File: src/rtl/rrt_pkg.sv
package rrt_pkg;
  typedef enum int unsigned {
    BANK_LEFT  = 0,
    BANK_RIGHT = 1
  } rrt_bank_e;

  localparam int unsigned NUM_BANKS = 2;
endpackage

File: src/rtl/rrt_fill_xlate.sv
module rrt_fill_xlate #(
  parameter int unsigned TAG_W = 12
) (
  input  logic             fill_valid,
  input  logic             fill_is_pf,
  input  logic             pf_on,
  input  logic [TAG_W-1:0] fill_tag,
  input  logic [TAG_W-1:0] best_off,
  output logic             wr_en,
  output logic [TAG_W-1:0] wr_tag
);
  // Right-bank writes only for prefetch fills while issue is enabled.
  always_comb begin
    wr_en  = fill_valid & fill_is_pf & pf_on;
    wr_tag = fill_tag - best_off;
  end
endmodule

File: src/rtl/rrt_bank.sv
module rrt_bank #(
  parameter int unsigned TAG_W   = 12,
  parameter int unsigned ENTRIES = 64,
  parameter int unsigned SHIFT   = 0
) (
  input  logic             clk,
  input  logic             rst,
  input  logic             wr_en,
  input  logic [TAG_W-1:0] wr_tag,
  input  logic             rd_en,
  input  logic [TAG_W-1:0] rd_tag,
  output logic             hit
);
  localparam int unsigned IDX_W = $clog2(ENTRIES);

  function automatic logic [IDX_W-1:0] fold(input logic [TAG_W-1:0] t);
    logic [TAG_W-1:0] s;
    logic [TAG_W-1:0] x;
    s = t >> SHIFT;
    x = s ^ (s >> IDX_W);
    return x[IDX_W-1:0];
  endfunction

  logic [TAG_W-1:0] mem [ENTRIES];
  logic [ENTRIES-1:0] vld;
  logic [IDX_W-1:0]   wr_idx, rd_idx;
  logic [TAG_W-1:0]   rd_data_q, rd_tag_q;
  logic               rd_vld_q, rd_en_q;

  assign wr_idx = fold(wr_tag);
  assign rd_idx = fold(rd_tag);

  // Tag storage: no reset, read-first, suitable for block RAM.
  always_ff @(posedge clk) begin
    if (wr_en && !rst) mem[wr_idx] <= wr_tag;
    rd_data_q <= mem[rd_idx];
  end

  always_ff @(posedge clk) begin
    if (rst) begin
      vld      <= '0;
      rd_vld_q <= 1'b0;
      rd_en_q  <= 1'b0;
      rd_tag_q <= '0;
    end else begin
      if (wr_en) vld[wr_idx] <= 1'b1;
      rd_vld_q <= vld[rd_idx];
      rd_en_q  <= rd_en;
      rd_tag_q <= rd_tag;
    end
  end

  assign hit = rd_en_q & rd_vld_q & (rd_data_q == rd_tag_q);
endmodule

File: src/rtl/dual_bank_rrt.sv
module dual_bank_rrt #(
  parameter int unsigned TAG_W   = 12,
  parameter int unsigned ENTRIES = 64
) (
  input  logic             clk,
  input  logic             rst,
  input  logic             lw_valid,
  input  logic [TAG_W-1:0] lw_tag,
  input  logic             fill_valid,
  input  logic             fill_is_pf,
  input  logic             pf_on,
  input  logic [TAG_W-1:0] fill_tag,
  input  logic [TAG_W-1:0] best_off,
  input  logic             lk_valid,
  input  logic [TAG_W-1:0] lk_tag,
  output logic             lk_hit
);
  import rrt_pkg::*;

  logic                 bank_wr  [NUM_BANKS];
  logic [TAG_W-1:0]     bank_tag [NUM_BANKS];
  logic [NUM_BANKS-1:0] bank_hit;
  logic                 rw_en;
  logic [TAG_W-1:0]     rw_tag;

  rrt_fill_xlate #(.TAG_W(TAG_W)) u_xlate (
    .fill_valid (fill_valid),
    .fill_is_pf (fill_is_pf),
    .pf_on      (pf_on),
    .fill_tag   (fill_tag),
    .best_off   (best_off),
    .wr_en      (rw_en),
    .wr_tag     (rw_tag)
  );

  assign bank_wr[BANK_LEFT]   = lw_valid;
  assign bank_tag[BANK_LEFT]  = lw_tag;
  assign bank_wr[BANK_RIGHT]  = rw_en;
  assign bank_tag[BANK_RIGHT] = rw_tag;

  for (genvar g = 0; g < NUM_BANKS; g++) begin : g_bank
    rrt_bank #(.TAG_W(TAG_W), .ENTRIES(ENTRIES), .SHIFT(g)) u_bank (
      .clk    (clk),
      .rst    (rst),
      .wr_en  (bank_wr[g]),
      .wr_tag (bank_tag[g]),
      .rd_en  (lk_valid),
      .rd_tag (lk_tag),
      .hit    (bank_hit[g])
    );
  end

  assign lk_hit = |bank_hit;
endmodule

File: config.mk
export PLATFORM = sky130hd
export DESIGN_NAME = dual_bank_rrt
export DESIGN_NICKNAME = d
export VERILOG_FILES = /design/src/rtl/rrt_pkg.sv /design/src/rtl/rrt_fill_xlate.sv /design/src/rtl/rrt_bank.sv /design/src/rtl/dual_bank_rrt.sv
export SDC_FILE = /design/constraint.sdc
export NUM_CORES = 2
export LEC_CHECK = 0
export BUFFER_PORTS_ARGS = -buffer_cell sky130_fd_sc_hd__buf_2
export CORE_MARGIN = 2
export CORE_UTILIZATION = 32
export CTS_BUF_LIST = sky130_fd_sc_hd__clkbuf_4 sky130_fd_sc_hd__clkbuf_8
export CTS_CLUSTER_SIZE = 8
export DETAILED_ROUTE_END_ITERATION = 6
export GPL_ROUTABILITY_DRIVEN = 1
export HOLD_SLACK_MARGIN = 0.05
export PLACE_DENSITY = 0.51
export SLEW_MARGIN = 20
export SYNTH_ARGS = -nofsm -noshare
export SYNTH_HDL_FRONTEND = slang
export SYNTH_SLANG_ARGS = --single-unit
File: constraint.sdc
create_clock -name clk -period 7.7 [get_ports clk]
set_input_delay 1.155 -clock clk [delete_from_list [all_inputs] [get_ports clk]]
set_output_delay 1.155 -clock clk [all_outputs]
set_load 0.01 [all_outputs]
Yosys cells after proc, flatten, opt, wreduce, memory -nomap -nowiden
Memory sizes are Yosys's and may differ from the RTL's. A register that Yosys moved wholly into a read port is not among the register bits.
Cells that the tools add are included.
- memories kept: 2
- memory bits (writable): 1536
- output and inout bits: 1
- register bits: 143
- bits of input ports: 55
- memories (name ; depth ; bits a word ; read ports ; clocked after memory_dff ; write ports ; RTL line ; RTL):
    g_bank[0].u_bank.mem ; 64 ; 12 ; 1 ; 1 ; 1 ; rrt_bank.sv:24 ; logic [TAG_W-1:0] mem [ENTRIES];
    g_bank[1].u_bank.mem ; 64 ; 12 ; 1 ; 1 ; 1 ; rrt_bank.sv:24 ;
- reductions and logical operators: 6
- equality and inequality tests: 2
- bitwise operators: 12
- order comparisons: 6
- mux-type cells: 12
- add/sub/neg operators: 1
- operators with widths (cell ; count):
    $or 64x64->64 ; 2
    $lt 6x7->1 const B ; 4
    $eq 12x12->1 ; 2
    $bmux 1 s6 ; 2
    $demux 1 s6 ; 2
    $ge 6x1->1 const B ; 2
    $sub 12x12->12 ; 1
    $xor 6x5->6 ; 2
    $xor 6x6->6 ; 2
    $mux 1 ; 8
    $and 1x1->1 ; 6
    $logic_and 1x1->1 ; 4
    $reduce_or 2->1 ; 1
    $logic_not 1->1 ; 1

Logic depth before layout (Yosys ltp)
- word-level depth: 7
- depth in mapped cells: 12

Modules after synthesis
A second synthesis with hierarchy kept.
- cell total of the unflattened synthesis: 3532
- area total of the unflattened synthesis: 66411.2 µm²
- modules (own cells, without submodules) (module ; area each (µm²) ; instances ; cells an instance ; sequential area each (µm²)):
    rrt_bank at g_bank[0].u_bank ; 33165.6 ; 1 ; 1840 ; 24863.8
    rrt_bank at g_bank[1].u_bank ; 32691.4 ; 1 ; 1612 ; 24863.8
    rrt_fill_xlate ; 548.0 ; 1 ; 79 ; 0.0
    dual_bank_rrt ; 6.3 ; 1 ; 1 ; 0.0

Least setup slack after synthesis
No wires, ideal clock.
- path kind: input to register
- start point: input fill_tag[0]
- end point: memory g_bank[1].u_bank.mem[15][0], enable pin
- setup time: 396 ps
- cell stages on the path: 12
- data arrival time: 5867 ps
- setup slack: 1436 ps
- cell sequence: inv_1 -> ha_1 -> fa_1 -> nand2b_1 -> nand2_1 -> a21oi_1 -> xnor2_1 -> and3b_1 -> or3_1 -> buf_2 -> buf_2 -> nor3_1
- cells in the longest elaborated chain, start to end: 2
- RTL lines (item ; RTL line ; RTL):
    start: declaration ; dual_bank_rrt.sv:12 ; input logic [TAG_W-1:0] fill_tag,
    $sub 12x12->12 ; rrt_fill_xlate.sv:15 ; wr_tag = fill_tag - best_off;
    net g_bank[1].u_bank.wr_tag[4] ; rrt_bank.sv:9 ; input logic [TAG_W-1:0] wr_tag,
    $xor 6x5->6 ; rrt_bank.sv:20 ; x = s ^ (s >> IDX_W);
    end: declaration ; rrt_bank.sv:24 ;
The timed path passes the listed nets, and every way through them passes these cells.

Final worst setup path
- start point: input fill_tag[4]
- end point: memory g_bank[1].u_bank.mem[12][11], enable pin
Same word-level chain as after synthesis.

==> metrics.yaml <==
die_area_um2: 210800
tightest_slew_ns: 1.104
die_w_um: 459.1
ys_types: 62
powerDensity_nw_per_um2: 269.6
finalMaxSlewViolations: 0
post-place-ws_ns: 1.530
status: "finished, final reports clean"
place.gp.congestion: 0.7719
ys_seq_area_share_pct: 74.63
synth_edf_count: 1536
grt_pass1_vias: 33070
final-instance-count-excl-fill: 6316
design_area_um2: 76510
vias: 32380
grt_max_degree: 104
cts_sinks: 1703
critPathMaxFanout: 29
yosysTopAreaCellShare_pct: 69.59
start_kind: "input pin"
synth-seq-cells: 1703
synth_area_leaders: "edfxtp_1 70%, mux4_2 18%, dfxtp_1 5.0%, inv_1 0.84%, o32ai_1 0.65%"
nets: 3477
overflow: 0
synth_ff_type: "edfxtp_1"
fin_ws_ns: 2.826
clockRootBuffer: "clkbuf_8"
path_clk_slew_ns: 0.06
syn2layout_area_growth_pct: 15.42
clk_latency_ns: 1.00
track_usage_pct: 15.84
finalPower_mw: 20.62
syn_area_um2: 66280
hold_buffers: 0
cts.htree.levels: 5
synth_commonest_cells: "1536 x edfxtp_1, 516 x mux4_2, 167 x dfxtp_1, 149 x inv_1, 92 x clkbuf_1"
portBuffers: 55
cts_setup_buffers: 0
rsz0062_at_grt: "false"
avgRoutedWirePerCell_um: 26.55
setup_viol: 0
grt_pass1_wl_um: 242500
crit_required_ns: 8.28
dp_hpwl_um: 99470
finish.utilization_pct: 37.06
synth_area_leader_cell: "edfxtp_1"
p_leak_nw: 23.82
cts_buffers: 300
antenna_found_initial: 11
max_cap_viol_count: 0
hp-class: "reg -> reg"
rows: 167
crit_path_end_kind: "flip-flop"
floorplan.initialDensity_pct: 32.11
avgSynthCellArea_um2: 21.25
io_pins: 56
fmax_mhz: 205.2
ir_drop_mv: 0.1993
async_flop_share_pct: 0
drc: 0
tritoncts: "built"
clockBufferDepth: 4
syn-num-nets: 3186
drt_wl_total_um: 167700
crit_type: "in -> reg"
holdWs_ns: 0.4558
placedInstanceArea_um2: 70700
post_cts_resized: 0
drt_iter0_drc: 2762
vias_per_cell: 5.126
layout-drive-gt1-share_pct: 35.59
period_minus_slack_ns: 4.874
syn_inst: 3119
synthMostInstantiatedCell: "edfxtp_1"
min_period_over_period_pct: 63.30
final_hold_viol_count: 0
skew_ns: 0.06437
relSlewSlack_pct: 26.00
dpl.cell_count: 5809
ys_warn_count: 0
crit_arrival_ns: 5.45
dr.pass1.iters: 7
final_antenna_net_count: 0
coreArea_um2: 206400
die_y_um: 459.1
finalSetupTns_ns: 0
==> metal layers <==
layer | vias up | GRT usage (%) | wire length, um
met1 | 17420 | 23.08 | 75910
li1 | 13590 | - | -
met2 | 1101 | 23.86 | 76950
met3 | 271 | 3.053 | 10220
met4 | 0 | 5.147 | 4624
met5 | - | 0 | 0
==> power breakdown <==
part	switching (mW)	leakage (nW)	internal (mW)
Clock	3.52	2.98	4.38
Sequential	0.0360	15.2	10.4
Combinational	1.57	5.64	0.753
Total	5.13	23.8	15.5
==> path summary, 6_finish.rpt <==
check,startpoint,to,slack (ns),cells past startpoint
max,fill_tag[4],g_bank[1].u_bank.mem[12][11]$_DFFE_PP_,2.83,11
min,g_bank[1].u_bank.vld[41]$_SDFFE_PP0P_,g_bank[1].u_bank.vld[41]$_SDFFE_PP0P_,0.46,2
max reg2reg,g_bank[0].u_bank.mem[34][3]$_DFFE_PP_,g_bank[0].u_bank.rd_data_q[3]$_DFF_P_,5.20,4
min reg2reg,g_bank[1].u_bank.vld[41]$_SDFFE_PP0P_,g_bank[1].u_bank.vld[41]$_SDFFE_PP0P_,0.46,2
==> cell type report <==
cell class | count | area (um2)
Clock inverter | 61 | 280.3
Fill cell | 18800 | 129900
Sequential cell | 1703 | 49470
Inverter | 149 | 560.5
Clock buffer | 439 | 5279
Timing Repair Buffer | 179 | 1339
Antenna cell | 4 | 10.01
Tap cell | 2704 | 3383
Multi-Input combinational cell | 1077 | 16190
==> worst max-delay path, stage by stage <==
cell      delay [ns]
buf_2           0.10
ha_1            0.43
a21o_4          0.29
a31oi_4         0.18
nand2_1         0.17
a221oi_4        0.31
buf_4           0.40
xor2_2          0.28
nand4_1         0.80
buf_4           0.46
nor3_2          0.85
==> kinds of logic (layout without fill, tap and decap cells) <==
family	count (synthesis)	in the layout	synth area share, %
compound gates	223	223	2.771
xor+xnor	60	60	0.8268
fa+ha+maj	12	12	0.2378
buf+inv	339	828	2.143
flops	1703	1703	74.63
mux	519	519	17.58
other cells	0	4	0
simple gates	263	263	1.810
==> registers in the layout (all words and copies together), names as in the netlist <==
| name | cells |
|---|---|
| g_bank.u_bank.mem | 1536 |
| g_bank.u_bank.rd_vld_q | 2 |
| g_bank.u_bank.rd_en_q | 1 |
| g_bank.u_bank.rd_tag_q | 12 |
| g_bank.u_bank.rd_data_q | 24 |
| g_bank.u_bank.vld | 128 |
==> cell usage in the layout (no fill, tap or decap), types with 21 or more instances in the layout <==
cell type	synthesis	routed
nor3_2	0	32
clkbuf_8	0	317
buf_2	73	53
nand2_1	56	55
clkinv_1	0	44
xor2_1	31	25
edfxtp_1	1536	1536
buf_4	5	113
mux4_2	516	516
a22oi_1	47	47
nor3_4	0	32
o22ai_1	66	66
o32ai_1	49	49
inv_1	149	145
nor2_1	88	69
clkbuf_4	0	122
dfxtp_1	167	167
xnor2_1	26	21
Note: power is estimated with default switching activity, not from simulation.
